## src/rtl/npc_pkg.sv

```systemverilog
package npc_pkg;

    typedef enum logic [3:0] {
        OP_SEQ  = 4'd0,
        OP_BZ   = 4'd1,
        OP_BNZ  = 4'd2,
        OP_BN   = 4'd3,
        OP_BGT  = 4'd4,
        OP_BGE  = 4'd5,
        OP_BLT  = 4'd6,
        OP_BLE  = 4'd7,
        OP_JMPR = 4'd8
    } npc_op_e;

    localparam logic [3:0] FSEL_PASS = 4'b0000;
    localparam logic [3:0] FSEL_SUB  = 4'b0101;

    typedef struct packed {
        logic v;
        logic c;
        logic n;
        logic z;
    } npc_flags_t;

endpackage

```

## src/rtl/npc_flag_gen.sv

```systemverilog
module npc_flag_gen
    import npc_pkg::*;
#(
    parameter int DATA_W = 16
) (
    input  logic [3:0]        fsel_i,
    input  logic [DATA_W-1:0] a_i,
    input  logic [DATA_W-1:0] b_i,
    output npc_flags_t        flags_o
);
    localparam int MSB = DATA_W - 1;

    logic [DATA_W:0]   sum_w;
    logic [DATA_W-1:0] res_w;

    always_comb begin
        sum_w   = {1'b0, a_i} + {1'b0, ~b_i} + {{DATA_W{1'b0}}, 1'b1};
        flags_o = '0;
        if (fsel_i == FSEL_SUB) begin
            res_w     = sum_w[DATA_W-1:0];
            flags_o.c = sum_w[DATA_W];
            flags_o.v = (a_i[MSB] != b_i[MSB]) && (res_w[MSB] != a_i[MSB]);
        end else begin
            res_w = a_i;
        end
        flags_o.n = res_w[MSB];
        flags_o.z = (res_w == '0);
    end

endmodule

```

## src/rtl/npc_cond_eval.sv

```systemverilog
module npc_cond_eval
    import npc_pkg::*;
(
    input  logic [3:0] op_i,
    input  npc_flags_t flags_i,
    output logic [3:0] fsel_o,
    output logic       take_o,
    output logic       jump_o
);
    logic lt_w;

    always_comb begin
        lt_w   = flags_i.n ^ flags_i.v;
        fsel_o = FSEL_PASS;
        take_o = 1'b0;
        jump_o = 1'b0;
        case (op_i)
            OP_BZ:   take_o = flags_i.z;
            OP_BNZ:  take_o = ~flags_i.z;
            OP_BN:   take_o = flags_i.n;
            OP_BGT:  begin fsel_o = FSEL_SUB; take_o = ~(lt_w | flags_i.z); end
            OP_BGE:  begin fsel_o = FSEL_SUB; take_o = ~lt_w;               end
            OP_BLT:  begin fsel_o = FSEL_SUB; take_o = lt_w;                end
            OP_BLE:  begin fsel_o = FSEL_SUB; take_o = lt_w | flags_i.z;    end
            OP_JMPR: begin take_o = 1'b1; jump_o = 1'b1;                    end
            default: ;
        endcase
    end

endmodule

```

## src/rtl/npc_unit.sv

```systemverilog
module npc_unit
    import npc_pkg::*;
#(
    parameter int PC_W   = 16,
    parameter int DATA_W = 16,
    parameter int OFS_W  = 6
) (
    input  logic              clk,
    input  logic              rst,
    input  logic [3:0]        op_i,
    input  logic [DATA_W-1:0] opnd_a_i,
    input  logic [DATA_W-1:0] opnd_b_i,
    input  logic [OFS_W-1:0]  ofs_i,
    input  logic [PC_W-1:0]   jmp_tgt_i,
    output logic [PC_W-1:0]   pc_o,
    output logic              taken_o,
    output logic [3:0]        flags_o
);
    localparam int EXT_W = PC_W - OFS_W;

    typedef struct packed {
        logic [PC_W-1:0] pc;
        logic            taken;
    } npc_state_t;

    npc_state_t state_d, state_q;
    npc_flags_t flags_w;
    logic [3:0] fsel_w;
    logic       take_w, jump_w;
    logic [PC_W-1:0] sext_w;

    npc_flag_gen #(.DATA_W(DATA_W)) u_flags (
        .fsel_i (fsel_w),
        .a_i    (opnd_a_i),
        .b_i    (opnd_b_i),
        .flags_o(flags_w)
    );

    npc_cond_eval u_cond (
        .op_i   (op_i),
        .flags_i(flags_w),
        .fsel_o (fsel_w),
        .take_o (take_w),
        .jump_o (jump_w)
    );

    always_comb begin
        sext_w        = {{EXT_W{ofs_i[OFS_W-1]}}, ofs_i};
        state_d.pc    = state_q.pc + {{(PC_W-1){1'b0}}, 1'b1};
        state_d.taken = 1'b0;
        if (jump_w) begin
            state_d.pc    = jmp_tgt_i;
            state_d.taken = 1'b1;
        end else if (take_w) begin
            state_d.pc    = state_q.pc + sext_w;
            state_d.taken = 1'b1;
        end
    end

    always_ff @(posedge clk) begin
        if (rst) state_q <= '0;
        else     state_q <= state_d;
    end

    assign pc_o    = state_q.pc;
    assign taken_o = state_q.taken;
    assign flags_o = flags_w;

endmodule

```

## config.mk

```make
export PLATFORM = sky130hd
export DESIGN_NAME = npc_unit
export DESIGN_NICKNAME = d
export VERILOG_FILES = /design/src/rtl/npc_pkg.sv /design/src/rtl/npc_flag_gen.sv /design/src/rtl/npc_cond_eval.sv /design/src/rtl/npc_unit.sv
export SDC_FILE = /design/constraint.sdc
export NUM_CORES = 1
export LEC_CHECK = 0
export BUFFER_PORTS_ARGS = -buffer_cell sky130_fd_sc_hd__buf_4
export CORE_ASPECT_RATIO = 1.2
export CORE_MARGIN = 5
export CORE_UTILIZATION = 52
export DETAILED_ROUTE_END_ITERATION = 8
export PLACE_DENSITY = 0.92
export SYNTH_ARGS = -nofsm -noshare
export SYNTH_HDL_FRONTEND = slang
export SYNTH_SLANG_ARGS = --single-unit
export TNS_END_PERCENT = 5
```

## constraint.sdc

```tcl
create_clock -name clk -period 7 [get_ports clk]
set_input_delay 1.4 -clock clk [delete_from_list [all_inputs] [get_ports clk]]
set_output_delay 1.4 -clock clk [all_outputs]
set_load 0.02 [all_outputs]
```

==> out/qor.txt, run 1 <==
F_max: 153.2 MHz
Cell mode on critical path: o21ai_0
Synth Cell Area: 2440 µm²
H-tree levels: 1
EDFF count, synth: 0
Crit end category: flop
Arrival @ worst endpoint: 6.74 ns
Port-buffer cells: 80
WL per Instance: 14.65 µm
CP Buf/Inv Count: 3
Hold slack: 0.6910 ns
Final count of pins violating max slew: 0
DRC Markers: 0
RSZ-0062 raised after global routing: false
HP Class: reg2reg
Yosys Warn Count: 0
CP max stage delay: 0.52 ns
Worst Tran Pin Value: 0.5330 ns
TritonCTS clock tree: built
Die Span X: 72.53 µm
Cell Pwr Density: 149.6 nW/µm²
Area Growth Syn to Fin: 29.23%
Setup total negative slack: 0 ns
Final hold violation count: 0
DPL Wire Length: 5.608 mm
Initial DRC Count: 140
Tmin final: 6.529 ns
Post-synthesis sequential area ratio: 13.95%
Clk Latency, worst-skew pair: 0.26 ns
Post-Synthesis Cells: 337
Layout cells sized above 1: 25.06%
Flop and latch count out of synthesis: 17
Leak pwr: 0.001587 µW
Nets@finish: 509
Core Area: 4561 µm²
Grt ovf: 0
Commonest non-fill, non-tap cells in the layout: buf_4, nand2_1, ha_1
Cell Rows: 27
Synth async-reset ratio: 0%
Critical path class: in2reg
Clk sinks: 17
CTS clk-pin slew, worst paths: 0.08 ns
Vias per inst: 5.778
Commonest non-fill, non-tap cell in the layout: buf_4
Layout Skew: 0.01371 ns
Initial Util: 53.50%
Slowest stage cell, crit path: or3_1
Ys flop type: dfxtp_1
Status: finished clean
Critical Path RT: 7.21 ns
Via count of the routed design: 2733
Die Ht: 85.04 µm
Setup violators final: 0
Initial antenna violation count: 0
Die Area: 6168 µm²
Antenna Cells: 0
Largest net degree at the start of global routing: 22
DRT antenna net count: 0
Post_cts resized: 0
Average cell area after synthesis: 7.240 µm²
Worst-path fanout max: 8
Total GRT Usage: 22.44%
Post-synthesis cell type count: 57
Vias in the first global route: 2766
Max rail drop VDD: 0.06844 mV
Max_slew headroom: 64.00%
Max-cap violations: 0
CTS Buf Count: 3
Post-CTS Setup Inserts: 0
DR pass1 iterations: 4
I/O Pins: 81
Syn Nets: 430
Family with the most delay on the worst path: compound AO/OA/AOI/OAI gates
Drt total wl: 6.931 mm
First-pass GRT wire length: 11.61 mm
CTS max path bufs: 2
Hold_buf cts: 0
Root Buffer: clkbuf_8
Final worst path period share: 93.28%
Placer Congestion: 0.9311
CP Launch Type: primary input
-- stage by stage --
| stage | cell area, µm² | util, % | instances | power, µW | setup WS (ns) |
|---|---|---|---|---|---|
| 6_report | 3153 | 69.14 | 473 | 471.7 | 0.4706 |
| 3_5_place_dp | 3092 | 67.79 | 467 | 391.4 | 0.2499 |
| 4_1_cts | 3138 | 68.81 | 471 | 467.5 | 0.4637 |
| 2_1_floorplan | 2440 | - | 337 | 304.3 | 1.021 |
| 3_3_place_gp | 3092 | 67.79 | 467 | 381.4 | 0.6138 |
| 5_1_grt | 3153 | 69.14 | 473 | 508.9 | 0.07657 |
-- metal layers --
metal  track usage (%)  vias up  wire length (µm)
li1                  -     1367                 -
met1             25.29     1245              2770
met2             40.80      102              3514
met3             3.791       19               472
met4             9.060        0               173
met5                 0        -                 0
-- Yosys cell counts, drive strengths merged, types with 2 or more instances --
library cell	n	area (µm²)
a21boi	2	15.01
a21o	8	60.06
a21oi	29	152.7
a31oi	10	68.81
and2	5	33.78
and3	11	73.82
clkbuf	8	30.03
dfxtp	17	340.3
fa	2	40.04
ha	31	387.9
inv	30	112.6
mux2i	3	30.03
nand2	37	138.9
nand2b	5	31.28
nand3	11	60.06
nand3b	2	15.01
nand4	2	12.51
nor2	23	88.84
nor2b	7	51.30
nor3	9	45.04
nor4	6	52.55
o211ai	4	35.03
o21a	6	45.04
o21ai	16	80.07
o21bai	4	33.78
o22ai	2	12.51
o31a	3	26.28
o31ai	2	15.01
or2	2	12.51
or3	4	25.02
or4	3	22.52
xnor2	13	113.9
xor2	7	61.31
-- cell families after synthesis --
group	after synthesis	share of synthesized area, %
AO/OA/AOI/OAI	95	25.64
XOR/XNOR	20	7.180
adder cells (fa/ha/maj)	33	17.54
buffers and inverters	39	6.051
flip-flops	17	13.95
multiplexers	4	1.692
AND/OR/NAND/NOR	129	27.95
-- report_power, final --
part	total, µW	internal, µW	switching, µW
Clock	75.6	39.6	36.0
Combinational	274	131	143
Sequential	122	112	10.4
-- layout make-up --
class / instances / area (µm²)
clock buffers: 3 / 41.29
well taps: 58 / 72.57
inverters: 30 / 112.6
clock inverters: 1 / 5.005
fillers: 382 / 1408
flip-flops and latches: 17 / 340.3
multi-input cells: 281 / 1958
repair buffers: 83 / 623.1
-- tightest hold or removal path: stages, from the launching register on --
cell      delay (ns)
dfxtp_1         0.34
inv_1           0.08
fa_1            0.16
a211oi_1        0.06
-- worst paths after layout --
| path | start | end | slack, ns | depth (start not counted) |
|---|---|---|---|---|
| worst max-delay path | opnd_a_i[0] | pc_o[14]$_SDFF_PP0_ | 0.47 | 27 |
| worst min-delay path | pc_o[1]$_SDFF_PP0_ | pc_o[1]$_SDFF_PP0_ | 0.69 | 3 |
| worst max register to register | pc_o[0]$_SDFF_PP0_ | pc_o[14]$_SDFF_PP0_ | 3.97 | 13 |
| worst min register to register | pc_o[1]$_SDFF_PP0_ | pc_o[1]$_SDFF_PP0_ | 0.69 | 3 |
-- registers in the layout, indices dropped and copies added, names as in the netlist --
register and count:
pc_o 16, taken_o 1
(Power assumes the default switching activity.)
==> inputs of run 2 (changes only) <==
==> constraint.sdc (replaced) <==
create_clock -name clk -period 7.2 [get_ports clk]
set_input_delay 1.44 -clock clk [delete_from_list [all_inputs] [get_ports clk]]
set_output_delay 1.44 -clock clk [all_outputs]
set_load 0.02 [all_outputs]
==> out/qor.txt, run 2 (synthesis results as in run 1) <==
Worst Tran Pin Value: 0.5158 ns
Hold Path Cell Cnt: 3
Antenna Cells: 0
Grt ovf: 0
Root Buffer: clkbuf_8
Port-buffer cells: 80
Cell Pwr Density: 144.8 nW/µm²
CTS clk-pin slew, worst paths: 0.07 ns
Worst-path fanout max: 8
Max-cap violations: 0
Slowest stage cell, crit path: fa_1
Die Ht: 85.04 µm
CP Depth: 27
DRC Markers: 0
Commonest non-fill, non-tap cells in the layout: buf_4, nand2_1, ha_1
Critical Path RT: 7.35 ns
CP Buf/Inv Count: 3
Post-CTS Setup Inserts: 0
Largest register FFs: 16
Commonest non-fill, non-tap cell in the layout: buf_4
CP Launch Type: primary input
Nets@finish: 507
Cell Rows: 27
Initial Util: 53.50%
Hold_buf cts: 0
Final count of pins violating max slew: 0
DRT antenna net count: 0
Initial DRC Count: 178
Crit end category: flop
Leak pwr: 0.001577 µW
Clk Latency, worst-skew pair: 0.26 ns
Max_slew headroom: 65.46%
Die Area: 6168 µm²
Core Area: 4561 µm²
DPL Wire Length: 5.487 mm
Status: finished clean
RR Startpoint: pc_o[0]$_SDFF_PP0_
CP max stage delay: 0.45 ns
Worst Hold Launch: pc_o[1]$_SDFF_PP0_
F_max: 150.0 MHz
Clk sinks: 17
Max rail drop VDD: 0.06384 mV
I/O Pins: 81
TritonCTS clock tree: built
Layout Skew: 0.01144 ns
Hold slack: 0.6861 ns
DR pass1 iterations: 4
Setup total negative slack: 0 ns
FILL cells: 388
Largest net degree at the start of global routing: 22
Family with the most delay on the worst path: compound AO/OA/AOI/OAI gates
WL per Instance: 14.33 µm
H-tree levels: 1
Setup violators final: 0
Total GRT Usage: 21.80%
Vias in the first global route: 2704
Final hold violation count: 0
Vias per inst: 5.824
Placer Congestion: 0.9305
CTS Buf Count: 3
Layout cells sized above 1: 24.70%
Post_cts resized: 0
Die Span X: 72.53 µm
Final worst path period share: 92.61%
RSZ-0062 raised after global routing: false
Worst reg2reg endpoint: pc_o[14]$_SDFF_PP0_
Critical path class: in2reg
Arrival @ worst endpoint: 6.82 ns
Tmin final: 6.668 ns
R2r setup slk: 4.15 ns
CP Launch Point: opnd_a_i[0]
Area Growth Syn to Fin: 28.62%
Cell mode on critical path: o21ai_0
Setup crit end: pc_o[14]$_SDFF_PP0_
HP Class: reg2reg
R2R depth: 13
Drt total wl: 6.749 mm
First-pass GRT wire length: 11.32 mm
CTS max path bufs: 2
Via count of the routed design: 2743
Initial antenna violation count: 0
## run 2: cell count changes in the layout (fill, tap and decap cells not counted)
| cell | delta |
|---|---|
| buf_4 | -2 |
## run 2: worst min-delay path by stage
stage / to
4_1_cts: pc_o[1]$_SDFF_PP0_
3_3_place_gp: pc_o[0]$_SDFF_PP0_
6_report: pc_o[1]$_SDFF_PP0_
2_1_floorplan: pc_o[1]$_SDFF_PP0_
5_1_grt: pc_o[1]$_SDFF_PP0_
3_5_place_dp: pc_o[0]$_SDFF_PP0_
## run 2: area by class of cell
| class | count | area [µm²] | share of cell area [%] |
|---|---|---|---|
| Sequential cell | 17 | 340.3 | 10.85 |
| Timing Repair Buffer | 81 | 608.1 | 19.38 |
| Clock inverter | 1 | 5.005 | 0.1595 |
| Tap cell | 58 | 72.57 | 2.313 |
| Multi-Input combinational cell | 281 | 1958 | 62.40 |
| Clock buffer | 3 | 41.29 | 1.316 |
| Inverter | 30 | 112.6 | 3.589 |
## run 2: worst register-to-register path, stage by stage, from the launching register on
cell and delay, ns:
dfxtp_1 0.32, ha_1 0.21, inv_1 0.07, fa_1 0.20
nor2b_1 0.05, o21ai_0 0.21, a21boi_0 0.15, o21ai_0 0.30
a21boi_0 0.22, o21ai_0 0.30, a31oi_1 0.16, o41ai_1 0.43
nor4_1 0.09, a211o_1 0.24
## run 2: power by group
part / internal [µW] / switching [µW]
combinational: 125 / 138
sequential: 109 / 9.77
clock: 38.5 / 34.3
## run 2: metrics by stage
stage	util [%]	std cells	worst slack [ns]	area, µm²	total power (µW)
2_1_floorplan	-	337	1.181	2440	295.8
3_3_place_gp	67.79	467	0.7735	3092	370.8
3_5_place_dp	67.79	467	0.4125	3092	380.3
4_1_cts	68.81	471	0.5899	3138	454.1
5_1_grt	68.81	471	0.08300	3138	490.6
6_report	68.81	471	0.5323	3138	454.4
## run 2: routing by layer
layer | global-route usage, % | up-vias | wire length, µm
met5 | 0 | - | 0
met4 | 8.893 | 0 | 197
met3 | 3.791 | 22 | 524
met2 | 39.57 | 102 | 3368
met1 | 24.52 | 1262 | 2658
li1 | - | 1357 | -
==> inputs of run 3 (changes only) <==
--- a/config.mk
+++ b/config.mk
@@ -6,10 +6,11 @@
 export NUM_CORES = 1
 export LEC_CHECK = 0
 export BUFFER_PORTS_ARGS = -buffer_cell sky130_fd_sc_hd__buf_4
-export CORE_ASPECT_RATIO = 1.2
+export CORE_ASPECT_RATIO = 0.75
 export CORE_MARGIN = 5
 export CORE_UTILIZATION = 52
 export DETAILED_ROUTE_END_ITERATION = 8
+export GPL_TIMING_DRIVEN = 0
 export PLACE_DENSITY = 0.92
 export SYNTH_ARGS = -nofsm -noshare
 export SYNTH_HDL_FRONTEND = slang
==> out/qor.txt, run 3 (synthesis results as in run 1) <==
R2r setup slk: 4.04 ns
WL per Instance: 14.69 µm
Root Buffer: clkbuf_8
Leak pwr: 0.001585 µW
Clk sinks: 17
Reg power frac: 25.8%
Clk Latency, worst-skew pair: 0.26 ns
RSZ-0062 raised after global routing: false
Total GRT Usage: 22.08%
CTS Buf Count: 3
Max_slew headroom: 64.29%
Grt ovf: 0
Area Growth Syn to Fin: 29.69%
Final worst path period share: 93.96%
F_max: 147.8 MHz
Setup violators final: 0
DRT antenna net count: 0
TritonCTS clock tree: built
Internal power: 275.3 µW
CP Launch Type: primary input
Final count of pins violating max slew: 0
H-tree levels: 1
Layout Skew: 0.003309 ns
Clk network pwr share: 16.2%
Sw Pwr: 184.0 µW
Hold_buf cts: 0
Setup total negative slack: 0 ns
Comb power frac: 58.0%
Port-buffer cells: 79
Layout Utilization: 70.43%
Slowest stage cell, crit path: fa_1
DRC Markers: 0
DPL Wire Length: 5.723 mm
Antenna Cells: 0
Tmin final: 6.765 ns
FF+latch area: 340.3 µm²
Switching Fraction: 40.06%
Initial DRC Count: 180
Cell Pwr Density: 145.1 nW/µm²
CTS max path bufs: 2
CP max stage delay: 0.46 ns
Max-cap violations: 0
Area of the multi-input gates: 1952 µm²
Crit end category: flop
Critical Path RT: 7.40 ns
Nets@finish: 516
Critical path class: in2reg
Cell Rows: 21
Via count of the routed design: 2761
Status: finished clean
Placer Congestion: 0.9422
Die Span X: 89.10 µm
Initial Util: 54.30%
Core Area: 4493 µm²
Worst Tran Pin Value: 0.5287 ns
Cell mode on critical path: o21ai_0
Die Area: 6176 µm²
HP Class: reg2reg
Vias in the first global route: 2656
Die Ht: 69.32 µm
Power, Total: 459.3 µW
Layout cells sized above 1: 23.93%
Arrival @ worst endpoint: 6.97 ns
Max rail drop VDD: 0.1172 mV
Commonest non-fill, non-tap cells in the layout: buf_4, nand2_1, ha_1
First-pass GRT wire length: 11.45 mm
Commonest non-fill, non-tap cell in the layout: buf_4
Initial antenna violation count: 0
CTS clk-pin slew, worst paths: 0.07 ns
Largest register FFs: 16
Worst-path fanout max: 8
I/O Pins: 81
DR pass1 iterations: 4
FILL cells: 363
Largest net degree at the start of global routing: 11
Post_cts resized: 0
Vias per inst: 5.764
Final hold violation count: 0
Drt total wl: 7.035 mm
## run 3: cell types whose count changed in the layout (fill, tap and decap cells not counted), sizes merged
cell / delta
clkbuf: +9
clkinv: -1
buf: +1
## run 3: metal layers
metal	GRT usage (%)	vias up	share of wire (%)
met3	4.038	8	7.8
met1	30.84	1257	46
li1	-	1379	-
met5	0	-	0
met4	4.132	0	1.0
met2	35.32	117	45
## run 3: worst paths after layout
path | startpoint | end | cells after the start
min | pc_o[0]$_SDFF_PP0_ | pc_o[0]$_SDFF_PP0_ | 3
max reg2reg | pc_o[0]$_SDFF_PP0_ | pc_o[14]$_SDFF_PP0_ | 13
max | opnd_a_i[0] | pc_o[14]$_SDFF_PP0_ | 28
min reg2reg | pc_o[0]$_SDFF_PP0_ | pc_o[0]$_SDFF_PP0_ | 3
## run 3: worst max-delay path: cells and delay by family
kind,cells,cell delay (ns)
multiplexers,1,0.21
adder cells (fa/ha/maj),4,1.26
buffers and inverters,4,0.36
AO/OA/AOI/OAI,12,2.43
AND/OR/NAND/NOR,7,1.26
## run 3: power groups by stage
stage,combinational (µW),clock (µW),sequential [µW]
finish,266,74.3,119
global route,293,79.1,119
CTS,262,74.1,118
detailed placement,261,0,120
global placement,251,0,120
floorplan,159,0,137
## run 3: timing repair
action	in CTS	in global routing
endpoints found under the setup margin	0	1
buffers inserted	0	2
hold endpoints to repair	0	0
## run 3: layout make-up
cell class                 count  share of cell area, %
timing repair buffer          81                  19.22
clock buffer                   4                  1.423
sequential                    17                  10.76
buffer                         9                  1.107
inverter                      30                  3.559
tap                           57                  2.254
multi-input combinational    281                  61.68
## run 3: through the flow
step / instance area, µm² / worst slack [ns] / hold WS [ns] / std cells
2_1_floorplan: 2440 / 1.181 / 0.7323 / 337
3_3_place_gp: 3104 / 0.5349 / 0.6375 / 473
3_5_place_dp: 3104 / 0.2913 / 0.6542 / 473
4_1_cts: 3149 / 0.4663 / 0.6699 / 477
5_1_grt: 3164 / 0.01317 / 0.7157 / 479
6_report: 3164 / 0.4347 / 0.6803 / 479
